## config.mk

```make
export PLATFORM = sky130hd
export DESIGN_NAME = sdcmd_engine
export DESIGN_NICKNAME = d
export VERILOG_FILES = /design/src/rtl/sdcmd_pkg.sv /design/src/rtl/sdcmd_crc7.sv /design/src/rtl/sdcmd_tx.sv /design/src/rtl/sdcmd_rx.sv /design/src/rtl/sdcmd_engine.sv
export SDC_FILE = /design/constraint.sdc
export NUM_CORES = 1
export LEC_CHECK = 0
export BUFFER_PORTS_ARGS = -buffer_cell sky130_fd_sc_hd__buf_2
export CAP_MARGIN = 30
export CORE_MARGIN = 2
export CORE_UTILIZATION = 57
export DETAILED_ROUTE_END_ITERATION = 8
export PLACE_DENSITY_LB_ADDON = 0.05
export SYNTH_ARGS = -nofsm -noshare
export SYNTH_HDL_FRONTEND = slang
export SYNTH_SLANG_ARGS = --single-unit
```

## constraint.sdc

```tcl
create_clock -name clk -period 2.5 [get_ports clk]
set_input_delay 0.25 -clock clk [delete_from_list [all_inputs] [get_ports clk]]
set_output_delay 0.25 -clock clk [all_outputs]
set_load 0.01 [all_outputs]
```

## src/rtl/sdcmd_pkg.sv

```systemverilog
// Package: shared types and frame geometry of the SD command engine.
// Assumes: frame lengths fixed by the bus; only the timeout is tunable.
package sdcmd_pkg;
    localparam int SHORT_LEN  = 48;
    localparam int LONG_LEN   = 136;
    localparam int HEAD_LEN   = 40;
    localparam int CRC_W      = 7;
    localparam logic [CRC_W-1:0] CRC_POLY = 7'h09;
    localparam logic [5:0] EXEMPT_IDX = 6'd41;
    localparam logic [5:0] LONG_IDX   = 6'h3F;

    typedef enum logic [1:0] {
        RSP_NONE        = 2'd0,
        RSP_SHORT       = 2'd1,
        RSP_SHORT_NOCRC = 2'd2,
        RSP_LONG        = 2'd3
    } rsp_kind_e;

    typedef enum logic [1:0] {
        ST_OK      = 2'd0,
        ST_TIMEOUT = 2'd1,
        ST_CRC     = 2'd2,
        ST_INDEX   = 2'd3
    } status_e;

    typedef enum logic [1:0] {
        S_IDLE = 2'd0,
        S_SEND = 2'd1,
        S_RESP = 2'd2
    } eng_state_e;
endpackage

```

## src/rtl/sdcmd_crc7.sv

```systemverilog
// Module: bit-serial CRC-7 accumulator.
// Assumes: one message bit per enabled cycle, MSB first; clr wins over en.
module sdcmd_crc7
    import sdcmd_pkg::*;
(
    input  logic             clk,
    input  logic             rst_n,
    input  logic             clr,
    input  logic             en,
    input  logic             din,
    output logic [CRC_W-1:0] crc
);
    logic fb;

    // feedback term: incoming bit against the register's top bit
    always_comb fb = din ^ crc[CRC_W-1];

    // shift the remainder one bit per enabled cycle
    always_ff @(posedge clk) begin
        if (!rst_n) begin
            crc <= '0;
        end else if (clr) begin
            crc <= '0;
        end else if (en) begin
            crc <= {crc[CRC_W-2:0], 1'b0} ^ ({CRC_W{fb}} & CRC_POLY);
        end
    end
endmodule

```

## src/rtl/sdcmd_tx.sv

```systemverilog
// Module: command frame serialiser.
// Assumes: load only while not running; bits advance on tick; the wire is
// driven from load until the end bit's tick.
module sdcmd_tx
    import sdcmd_pkg::*;
(
    input  logic        clk,
    input  logic        rst_n,
    input  logic        tick,
    input  logic        load,
    input  logic [5:0]  idx,
    input  logic [31:0] arg,
    output logic        cmd_out,
    output logic        cmd_oe,
    output logic        last
);
    logic [HEAD_LEN-1:0] head;
    logic [5:0]          bpos;
    logic                running;
    logic [CRC_W-1:0]    crc;
    logic                cur_bit;
    logic                crc_en;

    // position counter and head shifter
    always_ff @(posedge clk) begin
        if (!rst_n) begin
            head    <= '0;
            bpos    <= '0;
            running <= 1'b0;
        end else if (load) begin
            head    <= {2'b01, idx, arg};
            bpos    <= '0;
            running <= 1'b1;
        end else if (running && tick) begin
            if (bpos == 6'(SHORT_LEN - 1)) begin
                running <= 1'b0;
            end else begin
                bpos <= bpos + 6'd1;
            end
            if (bpos < 6'(HEAD_LEN)) begin
                head <= {head[HEAD_LEN-2:0], 1'b0};
            end
        end
    end

    // checksum accumulates only the 40 header bits
    always_comb crc_en = running && tick && (bpos < 6'(HEAD_LEN));

    sdcmd_crc7 u_crc (
        .clk   (clk),
        .rst_n (rst_n),
        .clr   (load),
        .en    (crc_en),
        .din   (head[HEAD_LEN-1]),
        .crc   (crc)
    );

    // select header, checksum or end bit for the current position
    always_comb begin
        cur_bit = 1'b1;
        if (bpos < 6'(HEAD_LEN)) begin
            cur_bit = head[HEAD_LEN-1];
        end else begin
            for (int j = 0; j < CRC_W; j++) begin
                if (bpos == 6'(HEAD_LEN + CRC_W - 1 - j)) cur_bit = crc[j];
            end
        end
    end

    // wire outputs and end-of-frame pulse
    always_comb begin
        cmd_oe  = running;
        cmd_out = running ? cur_bit : 1'b1;
        last    = running && tick && (bpos == 6'(SHORT_LEN - 1));
    end


    first_bit_low_chk: assert property (@(posedge clk) disable iff (!rst_n)
        $rose(cmd_oe) |-> !cmd_out);


    end_bit_high_chk: assert property (@(posedge clk) disable iff (!rst_n)
        $fell(cmd_oe) |-> $past(cmd_out));
endmodule

```

## src/rtl/sdcmd_rx.sv

```systemverilog
// Module: reply watcher and capture register with timeout.
// Assumes: arm pulses on the end-bit tick; the line is sampled on ticks;
// the end bit of a reply is counted but not stored.
module sdcmd_rx
    import sdcmd_pkg::*;
#(
    parameter int TIMEOUT_TICKS = 64
) (
    input  logic         clk,
    input  logic         rst_n,
    input  logic         tick,
    input  logic         arm,
    input  logic         long_rsp,
    input  logic         line,
    output logic         fin,
    output logic         tout,
    output logic         active,
    output logic         crc_match,
    output logic [5:0]   idx_field,
    output logic [31:0]  pay_short,
    output logic [119:0] pay_long
);
    localparam int TW = $clog2(TIMEOUT_TICKS) + 1;
    localparam int SW = LONG_LEN - 3;

    logic              waiting;
    logic              capturing;
    logic              is_long;
    logic [7:0]        cnt;
    logic [TW-1:0]     tcnt;
    logic [SW-1:0]     shreg;
    logic [CRC_W-1:0]  crc;
    logic [7:0]        last_idx;
    logic              in_crc;
    logic              crc_en;

    // index of the final reply bit for the armed length
    always_comb last_idx = is_long ? 8'(LONG_LEN - 1) : 8'(SHORT_LEN - 1);

    // which reply bits feed the checksum
    always_comb in_crc = is_long ? ((cnt >= 8'd8) && (cnt < 8'(LONG_LEN - 8)))
                                 : (cnt < 8'(SHORT_LEN - 8));

    // wait for start bit, count timeout, shift reply bits in
    always_ff @(posedge clk) begin
        if (!rst_n) begin
            waiting   <= 1'b0;
            capturing <= 1'b0;
            is_long   <= 1'b0;
            cnt       <= '0;
            tcnt      <= '0;
            shreg     <= '0;
            fin       <= 1'b0;
            tout      <= 1'b0;
        end else begin
            fin  <= 1'b0;
            tout <= 1'b0;
            if (arm) begin
                waiting   <= 1'b1;
                capturing <= 1'b0;
                is_long   <= long_rsp;
                cnt       <= '0;
                tcnt      <= '0;
                shreg     <= '0;
            end else if (waiting && tick) begin
                if (!line) begin
                    waiting   <= 1'b0;
                    capturing <= 1'b1;
                    cnt       <= 8'd1;
                    shreg     <= {shreg[SW-2:0], 1'b0};
                end else if (tcnt == TW'(TIMEOUT_TICKS - 1)) begin
                    waiting <= 1'b0;
                    fin     <= 1'b1;
                    tout    <= 1'b1;
                    shreg   <= '0;
                end else begin
                    tcnt <= tcnt + 1'b1;
                end
            end else if (capturing && tick) begin
                if (cnt == last_idx) begin
                    capturing <= 1'b0;
                    fin       <= 1'b1;
                end else begin
                    shreg <= {shreg[SW-2:0], line};
                    cnt   <= cnt + 8'd1;
                end
            end
        end
    end

    // checksum runs over the covered span of the reply
    always_comb crc_en = capturing && tick && in_crc;

    sdcmd_crc7 u_crc (
        .clk   (clk),
        .rst_n (rst_n),
        .clr   (arm),
        .en    (crc_en),
        .din   (line),
        .crc   (crc)
    );

    // field extraction from the capture register
    always_comb begin
        active    = waiting || capturing;
        crc_match = (crc == shreg[CRC_W-1:0]);
        idx_field = is_long ? shreg[132:127] : shreg[44:39];
        pay_short = shreg[38:7];
        pay_long  = shreg[126:7];
    end


    tout_has_fin_chk: assert property (@(posedge clk) disable iff (!rst_n)
        tout |-> fin);
endmodule

```

## src/rtl/sdcmd_engine.sv

```systemverilog
// Module: SD command engine top; sequences send, reply wait and verdict.
// Assumes: sd_tick is a single-cycle strobe from the SD clock generator;
// start is ignored while busy; results hold until the next done.
module sdcmd_engine
    import sdcmd_pkg::*;
#(
    parameter int TIMEOUT_TICKS = 64
) (
    input  logic         clk,
    input  logic         rst_n,
    input  logic         sd_tick,
    input  logic         start,
    input  logic [5:0]   cmd_idx,
    input  logic [31:0]  cmd_arg,
    input  logic [1:0]   rsp_kind,
    input  logic         cmd_in,
    output logic         cmd_out,
    output logic         cmd_oe,
    output logic         busy,
    output logic         done,
    output logic [1:0]   status,
    output logic [31:0]  rsp_short,
    output logic [119:0] rsp_long
);
    eng_state_e   state;
    rsp_kind_e    kind_q;
    logic [5:0]   idx_q;
    status_e      st_q;
    logic         tx_load;
    logic         tx_last;
    logic         rx_arm;
    logic         rx_fin;
    logic         rx_tout;
    logic         rx_active;
    logic         crc_match;
    logic [5:0]   idx_field;
    logic [31:0]  pay_short;
    logic [119:0] pay_long;
    status_e      verdict;
    logic [31:0]  next_short;
    logic [119:0] next_long;

    // handshakes between sequencer and datapaths
    always_comb begin
        busy    = (state != S_IDLE);
        tx_load = (state == S_IDLE) && start;
        rx_arm  = (state == S_SEND) && tx_last && (kind_q != RSP_NONE);
        status  = st_q;
    end

    sdcmd_tx u_tx (
        .clk     (clk),
        .rst_n   (rst_n),
        .tick    (sd_tick),
        .load    (tx_load),
        .idx     (cmd_idx),
        .arg     (cmd_arg),
        .cmd_out (cmd_out),
        .cmd_oe  (cmd_oe),
        .last    (tx_last)
    );

    sdcmd_rx #(.TIMEOUT_TICKS(TIMEOUT_TICKS)) u_rx (
        .clk       (clk),
        .rst_n     (rst_n),
        .tick      (sd_tick),
        .arm       (rx_arm),
        .long_rsp  (kind_q == RSP_LONG),
        .line      (cmd_in),
        .fin       (rx_fin),
        .tout      (rx_tout),
        .active    (rx_active),
        .crc_match (crc_match),
        .idx_field (idx_field),
        .pay_short (pay_short),
        .pay_long  (pay_long)
    );

    // verdict and payload selection per reply kind
    always_comb begin
        verdict    = ST_OK;
        next_short = '0;
        next_long  = '0;
        if (rx_tout) begin
            verdict = ST_TIMEOUT;
        end else begin
            case (kind_q)
                RSP_SHORT: begin
                    next_short = pay_short;
                    if (!crc_match) verdict = ST_CRC;
                    else if ((idx_field != idx_q) && (idx_q != EXEMPT_IDX)) verdict = ST_INDEX;
                end
                RSP_SHORT_NOCRC: begin
                    next_short = pay_short;
                end
                RSP_LONG: begin
                    next_long = pay_long;
                    if (!crc_match) verdict = ST_CRC;
                    else if (idx_field != LONG_IDX) verdict = ST_INDEX;
                end
                default: ;
            endcase
        end
    end

    // command sequencer and result registers
    always_ff @(posedge clk) begin
        if (!rst_n) begin
            state     <= S_IDLE;
            kind_q    <= RSP_NONE;
            idx_q     <= '0;
            done      <= 1'b0;
            st_q      <= ST_OK;
            rsp_short <= '0;
            rsp_long  <= '0;
        end else begin
            done <= 1'b0;
            case (state)
                S_IDLE: begin
                    if (start) begin
                        kind_q <= rsp_kind_e'(rsp_kind);
                        idx_q  <= cmd_idx;
                        state  <= S_SEND;
                    end
                end
                S_SEND: begin
                    if (tx_last) begin
                        if (kind_q == RSP_NONE) begin
                            done      <= 1'b1;
                            st_q      <= ST_OK;
                            rsp_short <= '0;
                            rsp_long  <= '0;
                            state     <= S_IDLE;
                        end else begin
                            state <= S_RESP;
                        end
                    end
                end
                S_RESP: begin
                    if (rx_fin) begin
                        done      <= 1'b1;
                        st_q      <= verdict;
                        rsp_short <= next_short;
                        rsp_long  <= next_long;
                        state     <= S_IDLE;
                    end
                end
                default: state <= S_IDLE;
            endcase
        end
    end


    released_chk: assert property (@(posedge clk) disable iff (!rst_n)
        cmd_oe |-> !rx_active);


    done_single_chk: assert property (@(posedge clk) disable iff (!rst_n)
        done |=> !done);


    idle_on_done_chk: assert property (@(posedge clk) disable iff (!rst_n)
        $fell(busy) |-> done);


    timeout_zero_chk: assert property (@(posedge clk) disable iff (!rst_n)
        (done && (status == 2'd1)) |-> ((rsp_short == '0) && (rsp_long == '0)));


    unchecked_ok_chk: assert property (@(posedge clk) disable iff (!rst_n)
        (done && (kind_q == RSP_SHORT_NOCRC)) |-> (status <= 2'd1));
endmodule

```

Yosys cells after proc, flatten, opt, wreduce, memory -nomap -nowiden
Cells that the tools add are included.

storage, ports and cells
  register bits after elaboration = 379
  bits in latches = 0
  memory bits (writable) = 0
  ROM bits = 0
  word-level logic and storage cells = 172
  memories kept = 0

operators by class
  add/subtract/negate cells = 3
  multipliers = 0
  divide/modulo/power cells = 0
  $lt $le $gt $ge = 4
  equal/unequal tests = 27
  shift-type cells = 0
  muxes and demuxes = 71
  bitwise gates (word level) = 8
  reductions and logical operators = 38

operators with widths
  cell                                                                           number
  133-bit two-way mux                                                            5
  120-bit two-way mux                                                            5
  120-bit case mux with 2 select lines                                           1
  32-bit two-way mux                                                             5
  39-bit two-way mux                                                             3
  32-bit case mux with 2 select lines                                            1
  6-bit equality test (second input constant)                                    8
  8-bit two-way mux                                                              5
  1-bit two-way mux                                                              29
  2-bit two-way mux                                                              12
  2-bit nonzero test                                                             9
  3-bit AND reduction                                                            5
  7-bit by 4-bit XOR with 7-bit output                                           2
  6-bit inequality test (second input constant)                                  2
  2-bit AND reduction                                                            6
  1-bit logical AND                                                              11
  8-bit by 1-bit adder with 8-bit output (second input constant)                 1
  8-bit equality test                                                            1
  8-bit by 4-bit >= comparator with 1-bit output (second input constant)         1
  8-bit by 6-bit less-than comparator with 1-bit output (second input constant)  1
  8-bit less-than comparator (second input constant)                             1
  2-bit case mux with 2 select lines                                             2
  7-bit by 1-bit adder with 7-bit output (second input constant)                 1
  7-bit by 6-bit equality test with 1-bit output (second input constant)         1
  other kinds (19)                                                               33

Longest topological paths before layout
  word-level depth = 10
  mapped depth = 11
  gate-level depth less buffers = 8

By module
Synthesis repeated with hierarchy kept, for this count alone.

unflattened totals
  cell total of the unflattened synthesis = 1648
  area total of the unflattened synthesis = 15155.8 um^2

modules (own cells, without submodules)
  module        instances  cells an instance  area an instance (um^2)  sequential area each (um^2)
  sdcmd_rx      1          747                6613.8                   3062.9
  sdcmd_engine  1          606                5763.0                   3303.2
  sdcmd_tx      1          239                2205.9                   940.9
  sdcmd_crc7    2          28                 286.5                    140.1

Least setup slack after synthesis
Ideal clock, no wire load.

  path type = register -> register
  start = reg u_tx.bpos[0]
  end = reg st_q[0] (netlist: status[0])
  setup time = 0.129 ns
  arrival = 1.882 ns
  path slack = 0.489 ns
  cell stages (with the launch flop) = 8
  path buffers = 0
  period minus slack after synthesis = 2.011 ns
  cells stage by stage = dfxtp_1 ha_1 nand2_1 o31ai_2 o211ai_1 and3_1 a2111oi_0 nor2_1

on the way
  cells in the longest elaborated chain, start to end = 4

RTL lines
  item                                    line                 RTL
  start: declaration                      sdcmd_tx.sv:18       logic [5:0] bpos;
  start signal: assignment                sdcmd_tx.sv:38       bpos <= bpos + 6'd1;
  6-bit equality test                     sdcmd_tx.sv:74       last = running && tick && (bpos == 6'(SHORT_LEN - 1));
  1-bit logical AND                       sdcmd_tx.sv:74
  2-bit inequality test (no source line)  n/a
  4-bit AND reduction (no source line)    n/a
  end signal: assignment                  sdcmd_engine.sv:142  st_q <= verdict;
  end: declaration                        sdcmd_engine.sv:28   status_e st_q;

Every way passes these cells.
A chain may end at the register's enable or synchronous reset.

Worst setup path after layout
  start = reg u_tx.bpos[1]
  end = out cmd_out

on the way
  cells in the longest elaborated chain, start to end = 10
  elaborated cells between the ends (all ways) = 17

RTL lines
  item                            line                RTL
  6-bit equality test             sdcmd_tx.sv:65      if (bpos == 6'(HEAD_LEN + CRC_W - 1 - j)) cur_bit = crc[j];
  1-bit two-way mux (7 in a row)  sdcmd_tx.sv:65
  1-bit two-way mux *             sdcmd_tx.sv:61      if (bpos < 6'(HEAD_LEN)) begin
  1-bit two-way mux *             sdcmd_tx.sv:73      cmd_out = running ? cur_bit : 1'b1;
  end: declaration                sdcmd_engine.sv:17  output logic cmd_out,

Every way passes the cells marked *; elsewhere a longest branch is shown, timed or not.

==> flow_summary_export.csv <==
group,metric,value,unit
timing,tightest_slew,0.578,ns
synthesis,ys_seq_area_share,52.3,%
setup_path,worstSetupStartpoint,"u_tx.bpos[1]",
grt,grt_pass1_wl,54.2,mm
grt,grt_use_met3,4.62,%
synthesis,ys.flop_type,"dfxtp_1",
setup_path,slowest_delay,0.39,ns
place,portBuffers,202,
synthesis,ys_types,49,
synthesis,synth_cells,1612,
timing,clock_skew,0.0165,ns
place,place.gp.congestion,0.823,
synthesis,netlist_area,0.0145,sq mm
route,vias,12100,
setup_path,crit_fanout,4,
power,fin_total_pwr,12.9,mW
timing,hold_slack,0.0196,ns
route,drt_wl_total,33.3,mm
grt,track_usage,24.1,%
setup_path,cpMaxStageDelayCell,"dfxtp_1",
clocking,clockBufferDepth,3,
clocking,path_clk_slew,0.06,ns
timing,fmax,420,MHz
route,route.detailed.drc,0,
timing,hold_violations,0,
power,ir_worst_vdd,0.000656,V
synthesis,yosysWarnings,0,
grt,grt_start_max_net_pins,113,
timing,relSlewSlack,61.4,%
synthesis,syn_avg_cell_area,9.00,sq um
power,p_leak,7.02,nW
power,p_sw_share,22.6,%
worst_hold_path,hp-class,"primary input to register",
finish,area_delta_synth_final,19.8,%
setup_path,start_kind,"register",
setup_path,required,2.25,ns
route,drt-pass1-iter-count,5,
floorplan,io_pins,203,
clocking,cts_inserted_buffers,40,
route,final_antenna_net_count,0,
clocking,clock_sinks,379,
grt,use_met1,33.2,%
route,vias_per_cell,5.65,
timing,grt_setup_unrepaired,"no",
flow_run,drv_cap,0,
grt,grt_busiest_layer,"met2",
finish,n_antenna_cell,0,
place,place_area,0.0157,sq mm
power,power.internal,9.99,mW
status,status,"completed",
floorplan,start_util,57.8,%
place,dpl.hpwl,19.6,mm
setup_path,r2r-start,"u_tx.bpos[1]",
floorplan,core-area,0.0251,sq mm
route,wl_per_cell,15.6,um
grt,use_met2,38.9,%
timing,finalSetupViolCount,0,
power,p_per_area,743,mW/mm^2
setup_path,criticalPathCategory,"register to output pin",
worst_hold_path,min_from,"cmd_arg[1]",
setup_path,crit_path_end_kind,"output pin",
finish,design_area,0.0174,sq mm
clocking,clk_latency,0.53,ns
power,p_comb_share,6.6,%
timing,post-route-period-util,95.3,%
timing,maxSlewViolCount,0,
synthesis,synthArstFlopShare,0,%
power,clockPowerShare,45.5,%
floorplan,die_w,164,um
setup_path,path_cells,"inv_1 -> ha_1 -> a221o_1 -> a221oi_2 -> a211oi_1 -> o21ai_1 -> buf_2",
finish,nets,1839,
route,drt_iter0_drc,888,
grt,overflow,0,
clocking,htreeDepth,2,
power,switchingPower,2.92,mW
grt,grt_pass1_vias,11000,
finish,drive_gt1_share,16.8,%
grt,antenna_found_initial,0,
clocking,clock-root-buffer,"clkbuf_16",
clocking,cts_tree,"done",
setup_path,critPathArrivalTime,2.13,ns
timing,period_minus_slack,2.38,ns
power,seq_power_share,47.9,%
synthesis,synth_nets,1670,
floorplan,rows,58,
floorplan,die_h,164,um
synthesis,synth_edf_count,0,
synthesis,synth_seq_cells,379,
timing,fin_tns_setup,0,ns
floorplan,dieArea,0.0267,sq mm
[cell usage in the layout, fill, tap and decap left out, types with 10 or more instances in the layout]
master,instances
dfxtp_1,378
nor2_1,252
nand2_1,206
a22oi_1,202
buf_2,201
nand3_1,126
a21boi_0,92
clkbuf_16,42
dlygate4sd3_1,37
o211a_1,34
a21oi_1,21
xnor2_1,18
mux2i_1,14
xor2_1,13
buf_12,13
o21ai_0,12
ha_1,12
buf_4,11
inv_1,10
and3_1,10
[worst max-delay path: cells and delay by family, from the launching register on]
kind                     cells  cell delay [ns]
adder cells (fa/ha/maj)      1             0.23
buffers and inverters        2             0.25
flip-flops                   1             0.39
AO/OA/AOI/OAI                4             0.75
[worst paths after layout]
kind | slack [ns] | depth (start not counted) | to
worst max-delay path | 0.12 | 7 | cmd_out
worst min-delay path | 0.02 | 3 | u_tx.head[1]
worst min register to register | 0.46 | 2 | u_tx.head[39]
worst max register to register | 0.18 | 7 | status[0]
[per-layer routing]
| metal | vias to the layer above | wire length [um] |
|---|---|---|
| met5 | - | 0 |
| met4 | 0 | 529 |
| met3 | 46 | 1820 |
| met2 | 316 | 15500 |
| met1 | 5764 | 15500 |
| li1 | 5958 | - |
[through the flow]
stage	setup slack (ns)	std cells	util, %
3_5_place_dp	0.196	2031	62.4
6_report	0.117	2139	69.2
5_1_grt	0.0103	2139	69.2
3_3_place_gp	0.246	2031	62.4
4_1_cts	0.0412	2138	69.1
2_1_floorplan	0.489	1612	-
[timing repair]
item / 4_1_cts / 5_1_grt
buffers inserted: 0 / 1
endpoints found under the setup margin: 1 / 1
pin swaps: 0 / 1
cloned: 0 / 0
resized for setup: 2 / 4
hold buffers: 37 / 0
hold endpoints to repair: 43 / 0
[power by group through the flow]
stage               combinational, mW  clock [mW]  sequential [mW]
floorplan                       0.581           0             6.31
global placement                0.794           0             6.31
detailed placement              0.804           0             6.32
CTS                             0.853        5.98             6.18
global route                    0.941        6.23             6.19
finish                          0.853        5.87             6.19
[synthesized netlist by cell type, types with 7 or more instances]
library cell  number  area, sq um
a22oi_1          202         1520
nor2b_1            7         43.8
a21boi_0          92          691
dfxtp_1          379         7590
ha_1              13          163
xnor2_1           18          158
and3_1            10         62.6
o211a_1           35          350
nand2_1          207          777
inv_1             12         45.0
nand3_1          126          631
nor2_1           252          946
xor2_1            13          114
mux2i_1           14          140
nand4_1            9         56.3
buf_6              8         90.1
a21oi_1           22          110
o21ai_0           13         65.1
buf_4             12         90.1
clkbuf_1          90          338
buf_2             20          100
[final cells by class]
type / instances / area (sq um)
Tap cell: 330 / 413
Multi-Input combinational cell: 1086 / 6280
Fill cell: 2057 / 7740
Clock inverter: 13 / 154
Clock buffer: 57 / 1170
Inverter: 12 / 45.0
Timing Repair Buffer: 262 / 1720
Sequential cell: 379 / 7590
[registers in the layout (all words and copies together), names as in the netlist, 6 cells and up]
name and flops:
u_tx.u_crc.crc 7, u_tx.bpos 6, rsp_long 120, rsp_short 32
u_rx.tcnt 7, u_rx.shreg 133, u_rx.cnt 8, u_tx.head 40
u_rx.u_crc.crc 7, idx_q 6
[cells by family (layout without fill, tap and decap cells)]
family | Yosys count | after routing | share of synthesized area [%]
simple gates | 642 | 642 | 18.9
compound gates | 386 | 386 | 20.1
flops | 379 | 379 | 52.3
buf+inv | 147 | 344 | 4.71
xor+xnor | 31 | 31 | 1.87
mux | 14 | 14 | 0.966
fa+ha+maj | 13 | 13 | 1.12
Note: power is estimated with default switching activity, not from simulation.
